--- config.mk ---
export PLATFORM = sky130hd
export DESIGN_NAME = byte_cmd_writer
export DESIGN_NICKNAME = d
export VERILOG_FILES = /design/src/rtl/bcw_pkg.sv /design/src/rtl/bcw_word_asm.sv /design/src/rtl/bcw_addr_reg.sv /design/src/rtl/byte_cmd_writer.sv
export SDC_FILE = /design/constraint.sdc
export NUM_CORES = 1
export LEC_CHECK = 0
export CAP_MARGIN = 10
export CORE_MARGIN = 3
export CORE_UTILIZATION = 25
export DETAILED_ROUTE_END_ITERATION = 8
export PLACE_DENSITY_LB_ADDON = 0.25
export SLEW_MARGIN = 20
export SYNTH_ARGS = -nofsm -noshare
export SYNTH_HDL_FRONTEND = slang
export SYNTH_SLANG_ARGS = --single-unit
--- constraint.sdc ---
create_clock -name clk -period 3.45 [get_ports clk]
set_input_delay 0.5175 -clock clk [delete_from_list [all_inputs] [get_ports clk]]
set_output_delay 0.5175 -clock clk [all_outputs]
set_load 0.1 [all_outputs]
--- src/rtl/bcw_pkg.sv ---
// Package: shared types for the byte-stream write command decoder.
// Assumes nothing beyond an 8-bit host byte.
package bcw_pkg;

    localparam int BYTE_W = 8;

    typedef enum logic [1:0] {
        ST_OPCODE = 2'd0,
        ST_DATA   = 2'd1,
        ST_ADDR   = 2'd2,
        ST_WRITE  = 2'd3
    } bcw_state_e;

endpackage

--- src/rtl/bcw_word_asm.sv ---
// Module: collects bytes, least significant first, into a word.
// Each shift places the new byte at the top and moves the older bytes down,
// so after WORD_W/8 shifts the first byte sits in the lowest lane.
// `last` flags that the next shift completes a word; the counter then wraps.
// Assumes WORD_W is a multiple of 8.
module bcw_word_asm #(
    parameter int WORD_W = 32
) (
    input  logic              clk,
    input  logic              rst_n,
    input  logic              shift,
    input  logic [7:0]        byte_in,
    output logic [WORD_W-1:0] word,
    output logic [WORD_W-1:0] word_next,
    output logic              last
);
    localparam int NBYTES = WORD_W / 8;
    localparam int CNT_W  = (NBYTES > 1) ? $clog2(NBYTES) : 1;

    logic [CNT_W-1:0] cnt;

    generate
        if (NBYTES > 1) begin : g_multi
            // Purpose: word value after the pending byte is inserted.
            always_comb word_next = {byte_in, word[WORD_W-1:8]};
        end else begin : g_single
            // Purpose: single-byte word takes the byte as is.
            always_comb word_next = byte_in;
        end
    endgenerate

    // Purpose: flag the final byte of a word.
    always_comb last = (cnt == CNT_W'(NBYTES - 1));

    // Purpose: shift the byte in and advance the byte counter.
    always_ff @(posedge clk) begin
        if (!rst_n) begin
            word <= '0;
            cnt  <= '0;
        end else if (shift) begin
            word <= word_next;
            cnt  <= last ? '0 : cnt + 1'b1;
        end
    end

endmodule

--- src/rtl/bcw_addr_reg.sv ---
// Module: address register with direct load and post-increment.
// A load takes priority over an increment; the increment wraps modulo 2^ADDR_W.
module bcw_addr_reg #(
    parameter int ADDR_W = 16
) (
    input  logic              clk,
    input  logic              rst_n,
    input  logic              load,
    input  logic [ADDR_W-1:0] load_val,
    input  logic              inc,
    output logic [ADDR_W-1:0] addr
);
    // Purpose: hold, load or advance the address.
    always_ff @(posedge clk) begin
        if (!rst_n) begin
            addr <= '0;
        end else if (load) begin
            addr <= load_val;
        end else if (inc) begin
            addr <= addr + 1'b1;
        end
    end

endmodule

--- src/rtl/byte_cmd_writer.sv ---
// Module: top of the byte-stream write command decoder.
// Opcode OP_DATA followed by a payload writes a word to the current address,
// which then advances by one. Opcode OP_ADDR followed by a payload loads the
// address. Other opcodes are dropped.
// Assumes ADDR_W <= WORD_W, and that wr_ack is high only while wr_req is high.
module byte_cmd_writer #(
    parameter int         WORD_W  = 32,
    parameter int         ADDR_W  = 16,
    parameter logic [7:0] OP_DATA = 8'h01,
    parameter logic [7:0] OP_ADDR = 8'h02
) (
    input  logic              clk,
    input  logic              rst_n,
    input  logic              in_valid,
    input  logic [7:0]        in_data,
    output logic              in_ready,
    output logic              wr_req,
    output logic [ADDR_W-1:0] wr_addr,
    output logic [WORD_W-1:0] wr_data,
    input  logic              wr_ack
);
    import bcw_pkg::*;

    bcw_state_e        state, state_nx;
    logic              accept;
    logic              shift;
    logic              last;
    logic              addr_load;
    logic              addr_inc;
    logic [WORD_W-1:0] word;
    logic [WORD_W-1:0] word_next;

    // Purpose: handshake and datapath control decoded from the state.
    always_comb begin
        in_ready  = (state != ST_WRITE);
        accept    = in_valid && in_ready;
        shift     = accept && (state == ST_DATA || state == ST_ADDR);
        addr_load = shift && (state == ST_ADDR) && last;
        addr_inc  = (state == ST_WRITE) && wr_ack;
        wr_req    = (state == ST_WRITE);
    end

    // Purpose: frame sequencing from opcode through payload to bus write.
    always_comb begin
        state_nx = state;
        case (state)
            ST_OPCODE: if (accept) begin
                if (in_data == OP_DATA)      state_nx = ST_DATA;
                else if (in_data == OP_ADDR) state_nx = ST_ADDR;
            end
            ST_DATA:  if (shift && last) state_nx = ST_WRITE;
            ST_ADDR:  if (shift && last) state_nx = ST_OPCODE;
            ST_WRITE: if (wr_ack)        state_nx = ST_OPCODE;
            default:  state_nx = ST_OPCODE;
        endcase
    end

    // Purpose: state register.
    always_ff @(posedge clk) begin
        if (!rst_n) state <= ST_OPCODE;
        else        state <= state_nx;
    end

    bcw_word_asm #(.WORD_W(WORD_W)) u_asm (
        .clk       (clk),
        .rst_n     (rst_n),
        .shift     (shift),
        .byte_in   (in_data),
        .word      (word),
        .word_next (word_next),
        .last      (last)
    );

    bcw_addr_reg #(.ADDR_W(ADDR_W)) u_addr (
        .clk      (clk),
        .rst_n    (rst_n),
        .load     (addr_load),
        .load_val (word_next[ADDR_W-1:0]),
        .inc      (addr_inc),
        .addr     (wr_addr)
    );

    // Purpose: the payload is held in the assembler while the write is pending.
    always_comb wr_data = word;

endmodule

==> run metrics <==
status finished, final reports clean; drt via density between 5 and 6; Setup Buffers After CTS 0; Final setup viols 0; total core area a little under 9000 um^2; max-slew violations 0; initial antenna violation count 0; Setup crit end kind output pin; fin util 0.351; area grow syn2layout 34.7%; unrepaired setup endpoints after global routing no; Clock Sinks 52; Worst Hold End u_asm.word[2]; diode count 0; Post-Synth Adder-Cell Area 0.0325; CP Cell Sequence clkdlybuf4s50_1; Pleak around 1.0 nW; Crit Path Class reg -> out; gpl congestion around 0.84; Crit Path Max Fanout 7; commonest non-fill, non-tap cell in the layout nand2_1; largest net degree at the start of global routing 37; hold slack about 0.46 ns; Most used DFF post-synth dfxtp_1; quantity of I/O buffers inserted on ports just over 60; post-synthesis cell count 296; maxcap violations 0; fill count slightly below 1,000; Antenna Nets Post-Route 0; peak supply drop between 0.2 and 0.3 mV; Avg Inst Size Synth 7.80 um^2; # rows 34; storage element area 1040 um^2; TritonCTS Buffers 5; simple-gate share of the synthesized area 0.261; hpwl dp between 4000 and 5000 um; period utilisation layout 0.721; CP Data Required Time just under 3 ns; HP Class reg -> reg; vias in the first global route 2,152; dpl cell area 3020 um^2; via count between 2,000 and 2,500; final wirelength approximately 7000 um; clock tree buffer depth 2; Synth Area in Compound Gates 0.203; f_max 402 MHz; post-synthesis xor/xnor area fraction 0.0152; worst-margin pin slew about 1.0 ns; Slew HR 0.320; Final Skew between 0.005 and 0.006 ns; Yosys cell types 36; worst r2r dst u_addr.addr[12]; TritonCTS clock tree yes; Final Power ~1.5 mW; clk_lat worst skew 0.31 ns; share of layout cells above drive strength 1 0.0455; initial core utilization 0.261; sequential area share after synthesis 0.451; Max H-tree Level 2; Critical-path top delay cell clkdlybuf4s50_1; FFs w/ async S/R, synth 0; Resized Gates After CTS 0; first drt pass iteration count 4; I/O pin count 62; Reg2Reg Setup Slack about 1.3 ns; Setup crit start kind flip-flop; Worst-path clk slew roughly 0.090 ns; width of the die between 100 and 150 um; root buf cell clkbuf_8; WP data arrival 1.97 ns; pwr dens 481 nW/um^2; number of flops mapped to enable cells by yosys 0; Tot GR Track Use 0.134; Congestion Overflow GR 0; # DRC 0; CP max stage delay 1.19 ns; Die Area 10,400 um^2; crit path buf inv count 1; multiplexer share of the synthesized area 0; Worst path top cell family by delay buffers and inverters; commonest non-fill, non-tap cells in the layout nand2_1 (80), clkdlybuf4s50_1 (59), dfxtp_1 (52), a21oi_1 (46), nor2_1 (17); Yosys warnings 0; HP Start u_asm.word[2]; Mapped Nets between 300 and 400; minimum clock period 2.49 ns; largest family of logic cells by synthesized area simple AND/OR/NAND/NOR gates; 1st-iter DRT viols between 150 and 200; design area 3110 um^2; Hold Vio Cnt, Final 0; Reg2Reg Depth 7; chip height 102 um; area occupied by multi-input gates between 1000 and 1500 um^2; cts-stage hold buffer count 0; Hold Path Stages 2; Routed WL per cell around 15 um; setup_tns 0 ns; worst r2r src state[1]; Yosys reg bits between 50 and 60; Layout Nets approximately 370; first-pass GRT wire length approximately 11,000 um; Post-Syn Area about 2300 um^2
==> cell type report <==
type                       instances  area share
clock buffer                       7      0.0278
clock inverter                     1     0.00241
inverter                           6     0.00724
multi-input combinational        221       0.380
sequential                        52       0.335
tap                              108      0.0435
timing repair buffer              65       0.204
==> Yosys cell counts, drive strengths merged, types with 3 or more instances <==
cell | number | area (um^2)
xor2 | 3 | 26.3
nand3 | 10 | 50.1
nor2b | 3 | 18.8
nor2 | 17 | 63.8
ha | 6 | 75.1
a222oi | 3 | 30.0
nor3 | 3 | 15.0
o21ai | 9 | 45.0
inv | 5 | 18.8
nand2 | 80 | 300
and3 | 4 | 25.0
dfxtp | 52 | 1040
and2 | 3 | 18.8
and4 | 3 | 26.3
a21oi | 46 | 230
clkbuf | 17 | 63.8
a31oi | 6 | 37.5
==> worst max path at each step <==
stage	start	depth (start not counted)	endpoint
2_1_floorplan	state[1]	7	u_addr.addr[12]
3_3_place_gp	in_valid	7	u_addr.addr[12]
3_5_place_dp	in_data[7]	5	state[0]
4_1_cts	u_asm.word[13]	1	wr_data[13]
5_1_grt	u_addr.addr[11]	1	wr_addr[11]
6_report	u_addr.addr[11]	1	wr_addr[11]
==> where the power goes <==
part | switching (mW) | internal (mW) | leakage (nW) | total [mW]
Clock | 0.206 | 0.164 | 0.0445 | 0.370
Combinational | 0.344 | 0.115 | 0.555 | 0.459
Sequential | 0.0293 | 0.637 | 0.419 | 0.666
Total | 0.579 | 0.915 | 1.02 | 1.49
==> layer usage <==
layer / track usage / part of all wire
met1: 0.177 / 0.46
met2: 0.214 / 0.46
met3: 0.0382 / 0.069
met4: 0.0383 / 0.012
met5: 0 / 0
==> sequential cells by signal (all words and copies together), names as in the netlist <==
register     flops
state            2
u_asm.cnt        2
u_addr.addr     16
u_asm.word      32
==> through the flow <==
step | std cells | setup slack [ns]
after detailed placement | 452 | 0.887
final | 460 | 0.964
after global routing | 460 | 0.887
after CTS | 460 | 0.945
after floorplan | 296 | 0.972
after global placement | 452 | 0.990
==> kinds of logic after synthesis <==
logic type | count (synthesis)
flops | 52
fa+ha+maj | 6
compound gates | 78
xor+xnor | 4
buf+inv | 23
simple gates | 133
Power figures use the tool's default switching activity.
